==> src/rtl/gh_bp_pkg.sv <==
package gh_bp_pkg;
  // two-bit saturating step: up when taken, down when not
  function automatic logic [1:0] sat_step(input logic [1:0] cur, input logic up);
    if (up) return (cur == 2'b11) ? cur : cur + 2'b01;
    else    return (cur == 2'b00) ? cur : cur - 2'b01;
  endfunction

  localparam logic [1:0] CTR_RESET = 2'b01;
endpackage

==> src/rtl/gh_index_hash.sv <==
module gh_index_hash #(
  parameter int HIST_W = 4,
  parameter int PC_W   = 16,
  parameter logic [HIST_W*8-1:0] TAP_POS = {8'd10, 8'd4, 8'd3, 8'd1}
) (
  input  logic [HIST_W-1:0] hist,
  input  logic [PC_W-1:0]   pc,
  output logic [HIST_W-1:0] idx
);
  for (genvar k = 0; k < HIST_W; k++) begin : g_bit
    localparam int POS = int'(TAP_POS[k*8 +: 8]);
    assign idx[k] = hist[k] ^ pc[POS];
  end
endmodule

==> src/rtl/gh_history.sv <==
module gh_history #(
  parameter int HIST_W = 4
) (
  input  logic              clk,
  input  logic              rst_n,
  input  logic              shift_en,
  input  logic              bit_in,
  output logic [HIST_W-1:0] hist
);
  always_ff @(posedge clk) begin
    if (!rst_n)        hist <= '0;
    else if (shift_en) hist <= {hist[HIST_W-2:0], bit_in};
  end
endmodule

==> src/rtl/gh_counter_table.sv <==
module gh_counter_table
  import gh_bp_pkg::*;
#(
  parameter int IDX_W = 4,
  localparam int DEPTH = 1 << IDX_W
) (
  input  logic               clk,
  input  logic               rst_n,
  input  logic [IDX_W-1:0]   rd_idx,
  output logic [1:0]         rd_ctr,
  input  logic               wr_en,
  input  logic [IDX_W-1:0]   wr_idx,
  input  logic               wr_up,
  output logic [DEPTH*2-1:0] ctr_flat
);
  for (genvar e = 0; e < DEPTH; e++) begin : g_ent
    logic [1:0] ctr_q;
    always_ff @(posedge clk) begin
      if (!rst_n)
        ctr_q <= CTR_RESET;
      else if (wr_en && (wr_idx == IDX_W'(e)))
        ctr_q <= sat_step(ctr_q, wr_up);
    end
    assign ctr_flat[e*2 +: 2] = ctr_q;
  end

  assign rd_ctr = ctr_flat[{rd_idx, 1'b0} +: 2];
endmodule

==> src/rtl/gh_branch_predictor.sv <==
module gh_branch_predictor #(
  parameter int HIST_W = 4,
  parameter int PC_W   = 16,
  parameter logic [HIST_W*8-1:0] TAP_POS = {8'd10, 8'd4, 8'd3, 8'd1}
) (
  input  logic              clk,
  input  logic              rst_n,
  input  logic              pred_valid,
  input  logic [PC_W-1:0]   pred_pc,
  output logic              pred_taken,
  output logic [HIST_W-1:0] pred_index,
  input  logic              res_valid,
  input  logic [HIST_W-1:0] res_index,
  input  logic              res_taken
);
  localparam int DEPTH = 1 << HIST_W;

  // named internal events for the checker
  logic [HIST_W-1:0]  hist_q;
  logic [1:0]         sel_ctr;
  logic [DEPTH*2-1:0] ctr_flat;
  logic               hist_shift;
  logic               tbl_write;

  assign hist_shift = pred_valid;
  assign tbl_write  = res_valid;

  gh_index_hash #(.HIST_W(HIST_W), .PC_W(PC_W), .TAP_POS(TAP_POS)) u_hash (
    .hist (hist_q),
    .pc   (pred_pc),
    .idx  (pred_index)
  );

  gh_counter_table #(.IDX_W(HIST_W)) u_tbl (
    .clk      (clk),
    .rst_n    (rst_n),
    .rd_idx   (pred_index),
    .rd_ctr   (sel_ctr),
    .wr_en    (tbl_write),
    .wr_idx   (res_index),
    .wr_up    (res_taken),
    .ctr_flat (ctr_flat)
  );

  assign pred_taken = sel_ctr[1];

  gh_history #(.HIST_W(HIST_W)) u_hist (
    .clk      (clk),
    .rst_n    (rst_n),
    .shift_en (hist_shift),
    .bit_in   (pred_taken),
    .hist     (hist_q)
  );
endmodule

==> config.mk <==
export PLATFORM = sky130hd
export DESIGN_NAME = gh_branch_predictor
export DESIGN_NICKNAME = d
export VERILOG_FILES = /design/src/rtl/gh_bp_pkg.sv /design/src/rtl/gh_index_hash.sv /design/src/rtl/gh_history.sv /design/src/rtl/gh_counter_table.sv /design/src/rtl/gh_branch_predictor.sv
export SDC_FILE = /design/constraint.sdc
export NUM_CORES = 1
export LEC_CHECK = 0
export ABC_CLOCK_PERIOD_IN_PS = 2300
export BUFFER_PORTS_ARGS = -buffer_cell sky130_fd_sc_hd__buf_2
export CAP_MARGIN = 20
export CORE_MARGIN = 5
export CORE_UTILIZATION = 60
export CTS_BUF_LIST = sky130_fd_sc_hd__clkbuf_4
export DETAILED_ROUTE_END_ITERATION = 10
export GPL_TIMING_DRIVEN = 0
export PLACE_DENSITY = 0.83
export SYNTH_ARGS = -nofsm -noshare
export SYNTH_HDL_FRONTEND = slang
export SYNTH_HIERARCHICAL = 1
export SYNTH_SLANG_ARGS = --single-unit
==> constraint.sdc <==
create_clock -name clk -period 2.3 [get_ports clk]
set_input_delay 0 -clock clk [delete_from_list [all_inputs] [get_ports clk]]
set_output_delay 0 -clock clk [all_outputs]
set_load 0.05 [all_outputs]
**Yosys cells after proc, flatten, opt, wreduce, memory -nomap -nowiden**

Cells that the tools add are included.

- Output and inout bits: 5
- Input bits: 25
- Logic and storage cells: 214
- Flip-flop bits (word level): 36

- Multiplexer cells: 48
- Bitwise operators: 4
- Shift operators: 1
- $add $sub $neg: 32
- Reduce and logical (&&, ||, !) cells: 49
- Equality and inequality tests: 63

Operators by type and width:

| kind | number |
|---|---|
| 2-bit 2-to-1 mux | 48 |
| 2-bit != test, second input constant | 32 |
| 3-bit AND reduction | 16 |
| 2-bit by 1-bit adder with 2-bit output, second input constant | 16 |
| 2-bit == test, second input constant | 16 |
| 4-bit == test, second input constant | 8 |
| 2-bit zero test | 16 |
| 32-bit by 6-bit indexed part select with 2-bit output | 1 |
| 2-bit by 1-bit subtractor with 2-bit output, second input constant | 16 |
| 4-bit by 3-bit == test with 1-bit output, second input constant | 4 |
| 1-bit logical AND | 16 |
| 4-bit by 2-bit == test with 1-bit output, second input constant | 2 |
| 4-bit by 1-bit == test with 1-bit output, second input constant | 1 |
| 4-bit zero test | 1 |
| 1-bit bitwise XOR | 4 |

**Longest topological paths before layout**

- Depth in word-level cells: 3
- Depth in mapped cells: 7
- Gate-level depth less buffers: 6

**Hierarchy**

The synthesis kept the hierarchy.

Modules (own cells, without submodules):

| module | cells each | seq. area each (um^2) | instances | area an instance (um^2) |
|---|---|---|---|---|
| gh_counter_table | 242 | 640.6 | 1 | 2069.5 |
| gh_history | 13 | 80.1 | 1 | 156.4 |
| gh_index_hash | 4 | 0.0 | 1 | 35.0 |

**Worst setup path after synthesis**

OpenSTA, ideal clock, no wires.

- Path kind: flip-flop to flip-flop
- Start: register u_hist.hist[0]
- End: register u_hist.hist[0]
- Cell stages (with the launch flop): 8
- Required time: 2.180 ns
- Setup slack: -0.790 ns
- Arrival time: 2.970 ns
- Setup time: 0.120 ns
- Clock period less this slack: 3.090 ns
- Path buffers: 1
- Path through: dfxtp_1 -> xor2_1 -> buf_2 -> mux4_2 -> a22oi_1 -> nand3_1 -> mux2i_1 -> nor2b_1

- Longest elaborated chain between the ends: 2

RTL lines:

| item | RTL line | RTL |
|---|---|---|
| start: declaration | gh_history.sv:8 | `output logic [HIST_W-1:0] hist` |
| start signal: assignment | gh_history.sv:12 | `else if (shift_en) hist <= {hist[HIST_W-2:0], bit_in};` |
| 1-bit bitwise XOR | gh_index_hash.sv:12 | `assign idx[k] = hist[k] ^ pc[POS];` |
| via pred_index[0] | gh_branch_predictor.sv:11 | `output logic [HIST_W-1:0] pred_index,` |
| 32-bit by 6-bit indexed part select with 2-bit output | gh_counter_table.sv:27 | `assign rd_ctr = ctr_flat[{rd_idx, 1'b0} +: 2];` |
| via pred_taken | gh_branch_predictor.sv:10 | `output logic pred_taken,` |

The timed path passes the listed nets, and every way through them passes these cells.
A chain may end at the register's enable or synchronous reset.

**Final worst setup path**

- Start: register u_hist.hist[0]
- End: output pred_taken

- Longest elaborated chain between the ends: 2

RTL lines:

| item | RTL line |
|---|---|
| 1-bit bitwise XOR | gh_index_hash.sv:12 |
| 32-bit by 6-bit indexed part select with 2-bit output | gh_counter_table.sv:27 |
| end: declaration | gh_branch_predictor.sv:10 |

Every way passes these cells.

==> flow_summary.html <==
<table>
<tr><th>Metric</th><th>Value</th></tr>
<tr><th colspan="2">Cells and area</th></tr>
<tr><td>Number of nets in the layout</td><td>300</td></tr>
<tr><td>Finished Layout Cells</td><td>321</td></tr>
<tr><td>Synthesis-to-finish area growth</td><td>11.6%</td></tr>
<tr><td>Share of final-layout standard cells stronger than drive strength 1</td><td>0.200</td></tr>
<tr><td>Commonest cells after routing, fill and taps aside</td><td>35 x sky130_fd_sc_hd__dfxtp_1, 28 x sky130_fd_sc_hd__o21ai_0, 25 x sky130_fd_sc_hd__buf_2</td></tr>
<tr><td>Antenna Diode Count</td><td>0</td></tr>
<tr><td>Most common cell after layout, fill and taps aside</td><td>sky130_fd_sc_hd__dfxtp_1</td></tr>
<tr><td>Fill cell instance count of the final layout</td><td>around 260</td></tr>
<tr><th colspan="2">Critical path</th></tr>
<tr><td>Kind of cell adding the most delay to the critical path</td><td>multiplexers</td></tr>
<tr><td>Cell-by-cell listing of the critical path</td><td>xor2_4 -&gt; buf_4 -&gt; mux4_2 -&gt; a22oi_2 -&gt; nand3_4 -&gt; buf_2</td></tr>
<tr><td>Beginning of the worst register-to-register path</td><td>u_hist/hist[0]</td></tr>
<tr><td>Type of destination of the critical path</td><td>primary output</td></tr>
<tr><td>Slack of the worst reg-to-reg path</td><td>0.47 ns</td></tr>
<tr><td>Slowest cell on the critical path</td><td>sky130_fd_sc_hd__mux4_2</td></tr>
<tr><td>Max FO, Critical Path</td><td>4</td></tr>
<tr><td>Number of buffer and inverter stages on the critical path</td><td>2</td></tr>
<tr><td>Worst r2r dst</td><td>u_hist/hist[0]</td></tr>
<tr><td>Required time at the endpoint of the critical path</td><td>about 2.3 ns</td></tr>
<tr><td>Largest stage delay, worst path</td><td>0.51 ns</td></tr>
<tr><td>Count of cells along the worst register-to-register path</td><td>7</td></tr>
<tr><td>Type of the setup path with the least slack</td><td>reg -&gt; out</td></tr>
<tr><td>Arrival time worst endpoint</td><td>2.10 ns</td></tr>
<tr><td>Startpoint kind of the worst setup timing path</td><td>flip-flop</td></tr>
<tr><th colspan="2">Synthesis</th></tr>
<tr><td>Post-synthesis cell area</td><td>2150 sq um</td></tr>
<tr><td>Number of instances in the synthesized netlist</td><td>251</td></tr>
<tr><td>Warnings, synthesis</td><td>6</td></tr>
<tr><td>Synthesized Nets</td><td>roughly 280</td></tr>
<tr><td>Average cell area after synthesis</td><td>8.56 sq um</td></tr>
<tr><th colspan="2">Timing</th></tr>
<tr><td>Highest achievable clock rate</td><td>476 MHz</td></tr>
<tr><td>RSZ-0062 raised after global routing</td><td>false</td></tr>
<tr><td>Shortest clock period the worst path allows after layout</td><td>roughly 2.1 ns</td></tr>
<tr><td>Worst Hold Slack</td><td>~0.18 ns</td></tr>
<tr><td>Worst slew margin relative to its limit</td><td>0.610</td></tr>
<tr><td>Post-Route Skew</td><td>0.0109 ns</td></tr>
<tr><td>Final TNS setup</td><td>0 ns</td></tr>
<tr><td>Final hold vios</td><td>0</td></tr>
<tr><td>Actual transition at the worst max-transition pin</td><td>0.584 ns</td></tr>
<tr><td>Fin. max-slew vios</td><td>0</td></tr>
<tr><td>Post-route worst setup slack</td><td>around 0.20 ns</td></tr>
<tr><td>Final period utilization</td><td>0.914</td></tr>
<tr><td>Number of setup violations in the final report</td><td>0</td></tr>
<tr><th colspan="2">Clock tree</th></tr>
<tr><td>Number of buffers on the longest clock path</td><td>2</td></tr>
<tr><td>Sink count of the clock tree</td><td>36</td></tr>
<tr><td>Latest clock arrival within the worst-skew pair</td><td>about 0.34 ns</td></tr>
<tr><td>Number of H-tree branching levels</td><td>2</td></tr>
<tr><td>Clock tree from TritonCTS</td><td>done</td></tr>
<tr><td>Clock-pin slew of the registers on the worst-case setup and hold paths</td><td>0.11 ns</td></tr>
<tr><td>Number of clock buffers inserted by TritonCTS</td><td>5</td></tr>
<tr><td>Root buffer cell</td><td>sky130_fd_sc_hd__clkbuf_4</td></tr>
<tr><th colspan="2">Global routing</th></tr>
<tr><td>Sum of overflow across all layers after global routing</td><td>0</td></tr>
<tr><td>Maximum number of pins on one net before global-route repair</td><td>11</td></tr>
<tr><td>First-pass GRT wire length</td><td>9.66 mm</td></tr>
<tr><td>Antenna violations before repair</td><td>0</td></tr>
<tr><td>Number of global-route vias before repair</td><td>1,974</td></tr>
<tr><td>Global routing usage summed across all routing layers</td><td>0.242</td></tr>
<tr><th colspan="2">Drt</th></tr>
<tr><td>Via/cell ratio</td><td>6.82</td></tr>
<tr><td>Number of DRC violations after detailed-routing iteration 0</td><td>260</td></tr>
<tr><td>Total via count in the routed design</td><td>2,189</td></tr>
<tr><td>Sum of routed wire length over all layers</td><td>5.83 mm</td></tr>
<tr><td>Remaining antenna violation count after routing</td><td>0</td></tr>
<tr><td>Detail-routed net length per standard cell</td><td>around 18 microns</td></tr>
<tr><td>Number of remaining DRC errors</td><td>0</td></tr>
<tr><td>Number of detailed-route iterations in the first pass</td><td>6</td></tr>
<tr><th colspan="2">Power</th></tr>
<tr><td>Tot Pwr</td><td>1330 uW</td></tr>
<tr><td>Portion of total power attributed to combinational logic</td><td>0.218</td></tr>
<tr><td>Switching portion of total power</td><td>0.323</td></tr>
<tr><td>Fraction of power consumed by sequential logic</td><td>0.537</td></tr>
<tr><td>Internal power</td><td>902 uW</td></tr>
<tr><td>Static Leakage</td><td>0.000947 uW</td></tr>
<tr><td>Power Dens Cells</td><td>555 nW/um^2</td></tr>
<tr><td>Worst vdd ir</td><td>0.000279 V</td></tr>
<tr><td>Clk network pwr share</td><td>0.246</td></tr>
<tr><td>Net switching component of the power</td><td>430 uW</td></tr>
<tr><th colspan="2">Floorplanning</th></tr>
<tr><td>Die extent in y</td><td>69.9 microns</td></tr>
<tr><td>Total number of placement rows</td><td>21</td></tr>
<tr><td>Effective utilization at floorplan</td><td>0.634</td></tr>
<tr><td>I/O Pins</td><td>30</td></tr>
<tr><td>Core Region</td><td>approximately 3400 sq um</td></tr>
<tr><td>Die area</td><td>4880 sq um</td></tr>
<tr><td>Horizontal die dimension</td><td>69.9 microns</td></tr>
<tr><th colspan="2">Flow run</th></tr>
<tr><td>Count of maximum capacitance violations</td><td>0</td></tr>
<tr><th colspan="2">Placement</th></tr>
<tr><td>IO Port Bufs</td><td>15</td></tr>
<tr><td>DP Worst Slack</td><td>0.416 ns</td></tr>
<tr><td>Count of placed standard cells including taps</td><td>between 300 and 400</td></tr>
<tr><td>Last weighted congestion value of the routability-driven placer</td><td>0.858</td></tr>
<tr><td>HPWL after DPL</td><td>4.17 mm</td></tr>
<tr><th colspan="2">Worst hold path</th></tr>
<tr><td>Type of the worst min-delay path</td><td>in -&gt; reg</td></tr>
<tr><td>Critical hold path startpoint</td><td>res_index[2]</td></tr>
<tr><td>Worst Hold Path EP</td><td>u_tbl/g_ent[10].ctr_q[1]</td></tr>
<tr><td>Hold depth</td><td>5</td></tr>
<tr><th colspan="2">Status</th></tr>
<tr><td>Result of the run</td><td>completed</td></tr>
</table>
[per-layer routing]
layer,GRT usage,part of all wire
met2,0.378,0.46
met3,0.0631,0.088
met5,0,0
met4,0.0979,0.034
met1,0.317,0.42
[final cells by class]
cell class / count / area [sq um] / area share
Clock buffer: 6 / 45.0 / 0.0188
Buffer: 23 / 126 / 0.0527
Sequential cell: 36 / 722 / 0.301
Tap cell: 46 / 57.6 / 0.0240
Multi-Input combinational cell: 177 / 1290 / 0.539
Inverter: 15 / 56.3 / 0.0235
Timing Repair Buffer: 17 / 95.1 / 0.0396
Clock inverter: 1 / 5.00 / 0.00209
[power groups by stage]
stage	Sequential, uW	Combinational, uW	Clock (uW)
2_1_floorplan	710	215	0
3_3_place_gp	727	275	0
3_5_place_dp	727	281	0
4_1_cts	713	284	340
5_1_grt	722	313	369
6_report	715	290	327
[per-stage QoR]
| step | utilization | area (sq um) |
|---|---|---|
| final | 0.708 | 2400 |
| after floorplan | - | 2200 |
| after global routing | 0.708 | 2400 |
| after global placement | 0.687 | 2330 |
| after detailed placement | 0.687 | 2330 |
| after CTS | 0.708 | 2400 |
[worst max-delay path by stage]
stage | from | to | slack (ns) | cells after the start
6_report | u_hist/hist[0] | pred_taken | 0.20 | 6
5_1_grt | u_hist/hist[0] | pred_taken | 0.08 | 6
4_1_cts | u_hist/hist[0] | pred_taken | 0.11 | 6
3_5_place_dp | u_hist/hist[0] | u_hist/hist[0] | 0.42 | 7
3_3_place_gp | u_hist/hist[0] | u_hist/hist[0] | 0.43 | 7
2_1_floorplan | u_hist/hist[0] | u_hist/hist[0] | 0.02 | 7
[sequential cells by signal, summed over array words and instances, names as in the netlist]
signal and cells:
u_hist/hist 4, u_tbl/g_ent.ctr_q 32
[tightest hold or removal path, delay by kind of cell]
kind                   cells  cell delay (ns)
buffers and inverters      2             0.25
and+or+nand+nor            2             0.14
AOI/OAI and AO/OA          1             0.07
[timing repair]
item	CTS	global route
endpoints found under the setup margin	0	1
hold buffers	2	0
setup buffers	0	0
resized for setup	0	1
hold endpoints to repair	8	0
No activity file was read; power rests on OpenSTA's default activity.
